$ cat config.mk
export PLATFORM = sky130hd
export DESIGN_NAME = irq_dispatch_ctrl
export DESIGN_NICKNAME = d
export VERILOG_FILES = /design/src/rtl/irq_pkg.sv /design/src/rtl/irq_post_bank.sv /design/src/rtl/irq_prio_pick.sv /design/src/rtl/irq_call_seq.sv /design/src/rtl/irq_dispatch_ctrl.sv
export SDC_FILE = /design/constraint.sdc
export NUM_CORES = 1
export LEC_CHECK = 0
export ABC_AREA = 0
export BUFFER_PORTS_ARGS = -buffer_cell sky130_fd_sc_hd__buf_4
export CORE_ASPECT_RATIO = 1.5
export CORE_MARGIN = 2
export CORE_UTILIZATION = 45
export DETAILED_ROUTE_END_ITERATION = 8
export GPL_TIMING_DRIVEN = 1
export PLACE_DENSITY = 0.82
export SYNTH_ARGS = -nofsm -noshare
export SYNTH_HDL_FRONTEND = slang
export SYNTH_HIERARCHICAL = 1
export SYNTH_SLANG_ARGS = --single-unit
$ cat constraint.sdc
create_clock -name clk -period 2.1 [get_ports clk]
set_clock_uncertainty 0.15 [all_clocks]
set_input_delay 0.315 -clock clk [delete_from_list [all_inputs] [get_ports clk]]
set_output_delay 0.315 -clock clk [all_outputs]
set_load 0.01 [all_outputs]
$ cat src/rtl/irq_pkg.sv
package irq_pkg;
   typedef enum logic [1:0] {
      SQ_IDLE = 2'd0,
      SQ_RET  = 2'd1,
      SQ_CALL = 2'd2
   } sq_state_t;

   typedef struct packed {
      logic [15:0] pc;
      logic [7:0]  flg;
   } cpu_ctx_t;

   localparam int unsigned PC_W  = 16;
   localparam int unsigned FLG_W = 8;
endpackage

$ cat src/rtl/irq_post_bank.sv
module irq_post_bank #(
   parameter int unsigned NSRC     = 8,
   parameter bit          SRC_EDGE = 1'b1
) (
   input  logic            clk,
   input  logic            rst_n,
   input  logic [NSRC-1:0] src_req,
   input  logic            msk_we,
   input  logic [NSRC-1:0] msk_wdata,
   input  logic            clr_we,
   input  logic [NSRC-1:0] clr_wdata,
   input  logic [NSRC-1:0] ack,
   output logic [NSRC-1:0] pend
);
   logic [NSRC-1:0] evt;
   logic [NSRC-1:0] posted;
   logic [NSRC-1:0] msk_q;

   generate
      if (SRC_EDGE) begin : g_edge
         logic [NSRC-1:0] src_d;
         always_ff @(posedge clk) begin
            if (!rst_n) src_d <= '0;
            else        src_d <= src_req;
         end
         assign evt = src_req & ~src_d;
      end else begin : g_level
         assign evt = src_req;
      end
   endgenerate

   always_ff @(posedge clk) begin
      if (!rst_n)      msk_q <= '0;
      else if (msk_we) msk_q <= msk_wdata;
   end

   generate
      for (genvar i = 0; i < NSRC; i++) begin : g_bit
         logic rec_q;
         always_ff @(posedge clk) begin
            if (!rst_n)                                rec_q <= 1'b0;
            else if (evt[i])                           rec_q <= 1'b1;
            else if ((clr_we && clr_wdata[i]) || ack[i]) rec_q <= 1'b0;
         end
         assign posted[i] = rec_q;
      end
   endgenerate

   assign pend = posted & msk_q;
endmodule

$ cat src/rtl/irq_prio_pick.sv
module irq_prio_pick #(
   parameter int unsigned NSRC           = 8,
   parameter int unsigned IDXW           = 3,
   parameter int unsigned VEC_STEP       = 4,
   parameter int unsigned VW             = 8,
   parameter bit          PRIO_LOW_FIRST = 1'b1
) (
   input  logic [NSRC-1:0] pend,
   output logic            any,
   output logic [NSRC-1:0] onehot,
   output logic [VW-1:0]   vec
);
   logic [IDXW-1:0] idx;

   generate
      if (PRIO_LOW_FIRST) begin : g_low
         always_comb begin
            idx = '0;
            for (int i = NSRC - 1; i >= 0; i--) begin
               if (pend[i]) idx = i[IDXW-1:0];
            end
         end
      end else begin : g_high
         always_comb begin
            idx = '0;
            for (int i = 0; i < NSRC; i++) begin
               if (pend[i]) idx = i[IDXW-1:0];
            end
         end
      end
   endgenerate

   always_comb begin
      any    = |pend;
      onehot = any ? (NSRC'(1) << idx) : '0;
      vec    = VW'((32'(idx) + 32'd1) * 32'(VEC_STEP));
   end
endmodule

$ cat src/rtl/irq_call_seq.sv
module irq_call_seq
   import irq_pkg::*;
#(
   parameter int unsigned NSRC        = 8,
   parameter int unsigned CALL_CYCLES = 13,
   parameter int unsigned VW          = 8
) (
   input  logic              clk,
   input  logic              rst_n,
   input  logic              any,
   input  logic [NSRC-1:0]   onehot,
   input  logic [VW-1:0]     vec,
   input  logic              insn_done,
   input  logic [FLG_W-1:0]  flags_cur,
   input  logic [PC_W-1:0]   pc_cur,
   input  logic              reti_req,
   input  logic [PC_W-1:0]   reti_pc,
   input  logic [FLG_W-1:0]  reti_flags,
   output logic [NSRC-1:0]   ack,
   output logic              push_vld,
   output logic [7:0]        push_data,
   output logic              flag_wr,
   output logic [FLG_W-1:0]  flag_wr_val,
   output logic              pc_ld,
   output logic [PC_W-1:0]   pc_ld_val,
   output logic              busy
);
   localparam int unsigned CNTW = $clog2(CALL_CYCLES);
   localparam logic [CNTW-1:0] SLOT_PCH  = CNTW'(0);
   localparam logic [CNTW-1:0] SLOT_PCL  = CNTW'(1);
   localparam logic [CNTW-1:0] SLOT_FLG  = CNTW'(2);
   localparam logic [CNTW-1:0] SLOT_FCLR = CNTW'(3);
   localparam logic [CNTW-1:0] SLOT_LOAD = CNTW'(CALL_CYCLES - 1);

   sq_state_t       st_q;
   logic [CNTW-1:0] cnt_q;
   cpu_ctx_t        ctx_q;
   cpu_ctx_t        ret_q;
   logic [VW-1:0]   vec_q;
   logic            go_idle;
   logic            go_ret;

   assign go_idle = (st_q == SQ_IDLE) && !reti_req && any && flags_cur[0] && insn_done;
   assign go_ret  = (st_q == SQ_RET) && any && ret_q.flg[0];
   assign ack     = (go_idle || go_ret) ? onehot : '0;

   always_ff @(posedge clk) begin
      if (!rst_n) begin
         st_q  <= SQ_IDLE;
         cnt_q <= '0;
         ctx_q <= '0;
         ret_q <= '0;
         vec_q <= '0;
      end else begin
         case (st_q)
            SQ_IDLE: begin
               if (reti_req) begin
                  st_q  <= SQ_RET;
                  ret_q <= '{pc: reti_pc, flg: reti_flags};
               end else if (go_idle) begin
                  st_q  <= SQ_CALL;
                  cnt_q <= '0;
                  ctx_q <= '{pc: pc_cur, flg: flags_cur};
                  vec_q <= vec;
               end
            end
            SQ_RET: begin
               if (go_ret) begin
                  st_q  <= SQ_CALL;
                  cnt_q <= '0;
                  ctx_q <= ret_q;
                  vec_q <= vec;
               end else begin
                  st_q <= SQ_IDLE;
               end
            end
            SQ_CALL: begin
               if (cnt_q == SLOT_LOAD) st_q <= SQ_IDLE;
               else                    cnt_q <= cnt_q + CNTW'(1);
            end
            default: st_q <= SQ_IDLE;
         endcase
      end
   end

   always_comb begin
      busy        = (st_q == SQ_CALL);
      push_vld    = busy && (cnt_q <= SLOT_FLG);
      push_data   = '0;
      case (cnt_q)
         SLOT_PCH: push_data = ctx_q.pc[15:8];
         SLOT_PCL: push_data = ctx_q.pc[7:0];
         SLOT_FLG: push_data = ctx_q.flg;
         default:  push_data = '0;
      endcase
      if (!push_vld) push_data = '0;
      flag_wr     = (busy && cnt_q == SLOT_FCLR) || (st_q == SQ_RET);
      flag_wr_val = (st_q == SQ_RET) ? ret_q.flg : '0;
      pc_ld       = (busy && cnt_q == SLOT_LOAD) || (st_q == SQ_RET);
      pc_ld_val   = (st_q == SQ_RET) ? ret_q.pc : {{(PC_W - VW){1'b0}}, vec_q};
   end
endmodule

$ cat src/rtl/irq_dispatch_ctrl.sv
module irq_dispatch_ctrl #(
   parameter int unsigned NSRC           = 8,
   parameter int unsigned VEC_STEP       = 4,
   parameter int unsigned CALL_CYCLES    = 13,
   parameter bit          SRC_EDGE       = 1'b1,
   parameter bit          PRIO_LOW_FIRST = 1'b1
) (
   input  logic            clk,
   input  logic            rst_n,
   input  logic [NSRC-1:0] src_req,
   input  logic            msk_we,
   input  logic [NSRC-1:0] msk_wdata,
   input  logic            clr_we,
   input  logic [NSRC-1:0] clr_wdata,
   input  logic [7:0]      flags_cur,
   input  logic [15:0]     pc_cur,
   input  logic            insn_done,
   input  logic            reti_req,
   input  logic [15:0]     reti_pc,
   input  logic [7:0]      reti_flags,
   output logic            push_vld,
   output logic [7:0]      push_data,
   output logic            flag_wr,
   output logic [7:0]      flag_wr_val,
   output logic            pc_ld,
   output logic [15:0]     pc_ld_val,
   output logic            busy
);
   localparam int unsigned VW   = 8;
   localparam int unsigned IDXW = (NSRC > 1) ? $clog2(NSRC) : 1;

   generate
      if (NSRC < 2) begin : g_bad_nsrc
         $error("NSRC must be at least 2");
      end
      if (NSRC * VEC_STEP > 255) begin : g_bad_vec
         $error("vector table does not fit the low PC byte");
      end
      if (CALL_CYCLES < 5) begin : g_bad_len
         $error("CALL_CYCLES must leave room for three pushes, a clear and a load");
      end
   endgenerate

   logic [NSRC-1:0] pend;
   logic [NSRC-1:0] ack;
   logic [NSRC-1:0] onehot;
   logic [VW-1:0]   vec;
   logic            pend_any;

   irq_post_bank #(.NSRC(NSRC), .SRC_EDGE(SRC_EDGE)) u_post (
      .clk(clk), .rst_n(rst_n), .src_req(src_req),
      .msk_we(msk_we), .msk_wdata(msk_wdata),
      .clr_we(clr_we), .clr_wdata(clr_wdata),
      .ack(ack), .pend(pend)
   );

   irq_prio_pick #(.NSRC(NSRC), .IDXW(IDXW), .VEC_STEP(VEC_STEP), .VW(VW),
                   .PRIO_LOW_FIRST(PRIO_LOW_FIRST)) u_pick (
      .pend(pend), .any(pend_any), .onehot(onehot), .vec(vec)
   );

   irq_call_seq #(.NSRC(NSRC), .CALL_CYCLES(CALL_CYCLES), .VW(VW)) u_seq (
      .clk(clk), .rst_n(rst_n), .any(pend_any), .onehot(onehot), .vec(vec),
      .insn_done(insn_done), .flags_cur(flags_cur), .pc_cur(pc_cur),
      .reti_req(reti_req), .reti_pc(reti_pc), .reti_flags(reti_flags),
      .ack(ack), .push_vld(push_vld), .push_data(push_data),
      .flag_wr(flag_wr), .flag_wr_val(flag_wr_val),
      .pc_ld(pc_ld), .pc_ld_val(pc_ld_val), .busy(busy)
   );
endmodule

==> impl_summary.log <==
INFO  metric status = finished, violations left
INFO  metric failed_checks = setup timing
INFO  metric setup_total_neg_slack = -92.3 ps
INFO  metric cp.arrival = ~1700 ps
INFO  metric buffer_ports.inserted = 113
INFO  metric worstPathMaxFanout = 6
INFO  metric required = 1630 ps
INFO  metric ys.warnings.count = 6
INFO  metric drive_above_1_share = around two fifths
INFO  metric setup_ws = -32.0 ps
INFO  metric clock_insertion_delay_worst_skew = 340 ps
INFO  metric firstDrtPassIters = 7
INFO  metric avgSynthCellArea = between 8 and 9 um^2
INFO  metric routed_wl = about 12000 um
INFO  metric netlist_area = approximately 4300 um^2
INFO  metric antenna_found_initial = 0
INFO  metric synth-seq-cells = 86
INFO  metric grt_max_degree = between 90 and 100
INFO  metric synth-seq-area-share = approximately two fifths
INFO  metric layout-area-overhead-vs-synth = 38.9%
INFO  metric part_of_the_cycle_the_worst_path_needs = 102%
INFO  metric total_area_of_multi_input_combinational_cells = about 2500 um^2
INFO  metric setup-violations-final = 6
INFO  metric fin_total_pwr = slightly above 4 mW
INFO  metric io_pins = roughly 110
INFO  metric leakage = about 2.9 nW
INFO  metric hold_path.class = in2reg
INFO  metric cts-htree-levels = 3
INFO  metric fin_crit = 2130 ps
INFO  metric nNetsFinal = 697
INFO  metric place.detailed.hpwl = between 8000 and 9000 um
INFO  metric antenna_cells_inserted = 0
INFO  metric max_clock_freq = 0.469 GHz
INFO  metric worstSetupStartpointType = register
INFO  metric synth_top_cell_area_share = 40.0%
INFO  metric post_synth_inst_count = 482
INFO  metric fp.dieH = 124 um
INFO  metric worst_setup_hold_path_clk_slew = approximately 60 ps
INFO  metric p_int = 3.01 mW
INFO  metric first_global_vias = about 4000
INFO  metric relSlewSlack = between 50% and 60%
INFO  metric detail_route.wl_per_cell = around 17 um
INFO  metric globalRouteOverflowTotal = 0
INFO  metric grt_first_pass_wirelength = between 15000 and 20000 um
INFO  metric synth_area_leader_cell = dfxtp_1
INFO  metric holdPathStages = 3
INFO  metric power.net_switching = between 1 and 1.5 mW
INFO  metric core_area = between 9000 and 10000 um^2
INFO  metric seqCellArea = approximately 1700 um^2
INFO  metric routed-via-count = 3989
INFO  metric post_synth_cell_types = 53
INFO  metric netSwitchingFraction = 25.3%
INFO  metric layout_common_cells = 136 x buf_4, 102 x nand2_1, 78 x dfxtp_1, 23 x o211a_1
INFO  metric number_of_rows_created_at_floorplan = 43
INFO  metric number_of_flops_mapped_to_enable_cells_by_yosys = 0
INFO  metric detail_route.iter0.violations = slightly above 200
INFO  metric final_max_slew_viol_count = 0
INFO  metric endpoint_kind = output pin
INFO  metric unrepaired_setup_endpoints_after_global_routing = yes
INFO  metric clock_tree.buffer_depth = 2
INFO  metric clock_power_share = between 30% and 40%
INFO  metric finalWeightedCongestion = roughly 0.84
INFO  metric starting_utilization_of_the_core_area = a little under half
INFO  metric final-hold-violation-count = 0
INFO  metric share_comb_of_total_power = about 16%
INFO  metric final_antenna_net_count = 0
INFO  metric p_per_area = 672 nW/um^2
INFO  metric globalRouteTotalUtil = a little under a quarter
INFO  metric setup.worst_path.class = reg2out
INFO  metric power_frac_seq = 44.2%
INFO  metric fill_cells = 735
INFO  metric timing.max_cap.violations = 0
INFO  metric vdd_ir_drop_max = about 0.52 mV
INFO  metric rr_worst_depth = 8
INFO  metric final_common_cell = buf_4
INFO  metric postSynth.asyncResetShare = 0%
INFO  metric detailed_route_drc_error_count = 0
INFO  metric worst_slew_pin_slew = slightly above 600 ps
INFO  metric die_width = 83.9 um
INFO  metric drt-vias-per-instance = roughly 5.5
INFO  metric dieArea = between 10000 and 15000 um^2
INFO  metric cts_buffer_count = 9
INFO  metric synth_area_leaders = dfxtp_1 40%, nand2_1 8.9%, o211a_1 5.3%
INFO  metric cts-hold-fix-buffers = 0
INFO  metric clkSinkCount = 86
INFO  metric cts_tree = built
INFO  metric synth-main-ff-cell = dfxtp_1
INFO  metric clock-root-buffer = clkbuf_16
==> worst paths after layout <==
path / from / end / slack [ps]
max: u_seq/cnt_q[1] / push_data[6] / -30
min: src_req[6] / u_post/g_edge.src_d[6] / 30
min reg2reg: u_post/g_edge.src_d[6] / u_post/g_bit[6].rec_q / 250
max reg2reg: u_post/msk_q[5] / u_post/g_bit[1].rec_q / -20
==> final cells by class <==
cell class | count | area share, %
multi-input cells | 346 | 41.8
flip-flops and latches | 86 | 29.0
repair buffers | 152 | 20.8
clock buffers | 10 | 3.99
well taps | 112 | 2.34
inverters | 15 | 1.07
clock inverters | 5 | 0.983
==> metrics by stage <==
step,std cells,hold WS [ps],setup WS (ps),util [%],cell area [um^2]
after global placement,698,246,-100,57.2,5330
final,726,27.8,-32.0,64.3,5980
after detailed placement,698,258,-197,57.2,5330
after global routing,726,28.7,-89.2,64.3,5980
after CTS,720,24.1,-43.3,62.3,5800
after floorplan,485,241,-56.4,-,4330
==> synthesized netlist by cell type, types with 13 or more instances <==
cell      instances
a21boi_1         17
a21oi_1          18
and2_1           29
and3b_1          15
dfxtp_1          86
inv_1            14
mux2i_1          16
nand2_1         102
nor2_1           13
o211a_1          23
==> critical path: stages, from the launching register on <==
cell,delay (ps)
dfxtp_2,330
buf_6,130
ha_4,180
buf_6,140
a222oi_1,300
nor2_1,90
buf_4,160
==> power groups by stage <==
stage               registers, mW  logic (mW)  clock network, mW
CTS                          1.78       0.608               1.63
global placement             1.80       0.565                  0
detailed placement           1.81       0.577                  0
global route                 1.78       0.690               1.70
finish                       1.78       0.638               1.61
floorplan                    1.79       0.350                  0
==> kinds of logic (layout without fill, tap and decap cells) <==
logic type / Yosys count / count (layout) / synth area share (%)
buf+inv: 55 / 182 / 7.55
compound gates: 107 / 109 / 19.9
flops: 86 / 86 / 40.0
simple gates: 199 / 199 / 23.8
fa+ha+maj: 9 / 9 / 2.61
other cells: 1 / 4 / 0.0870
mux: 24 / 24 / 5.81
xor+xnor: 1 / 1 / 0.203
==> timing repair <==
| item | 4_1_cts | 5_1_grt |
|---|---|---|
| gates cloned | 1 | 1 |
| setup endpoints to repair | 54 | 32 |
| pin swaps | 11 | 29 |
| buffers inserted | 7 | 5 |
| gates resized for setup | 35 | 42 |
==> registers in the layout, indices dropped and copies added (netlist names) <==
register / count
u_seq/ctx_q: 24
u_seq/ret_q: 24
u_post/g_bit.rec_q: 8
u_post/g_edge.src_d: 8
u_post/msk_q: 8
u_seq/vec_q: 8
u_seq/cnt_q: 4
u_seq/st_q: 2
==> per-layer routing <==
| metal | wire [um] | share of wire [%] | vias up | GRT usage [%] |
|---|---|---|---|---|
| met3 | 788 | 6.5 | 23 | 5.83 |
| met4 | 320 | 2.6 | 0 | 9.38 |
| met5 | 0 | 0 | - | 0 |
| li1 | - | - | 1915 | - |
| met2 | 6510 | 53 | 160 | 42.9 |
| met1 | 4580 | 38 | 1891 | 25.2 |
(Power assumes the default switching activity.)
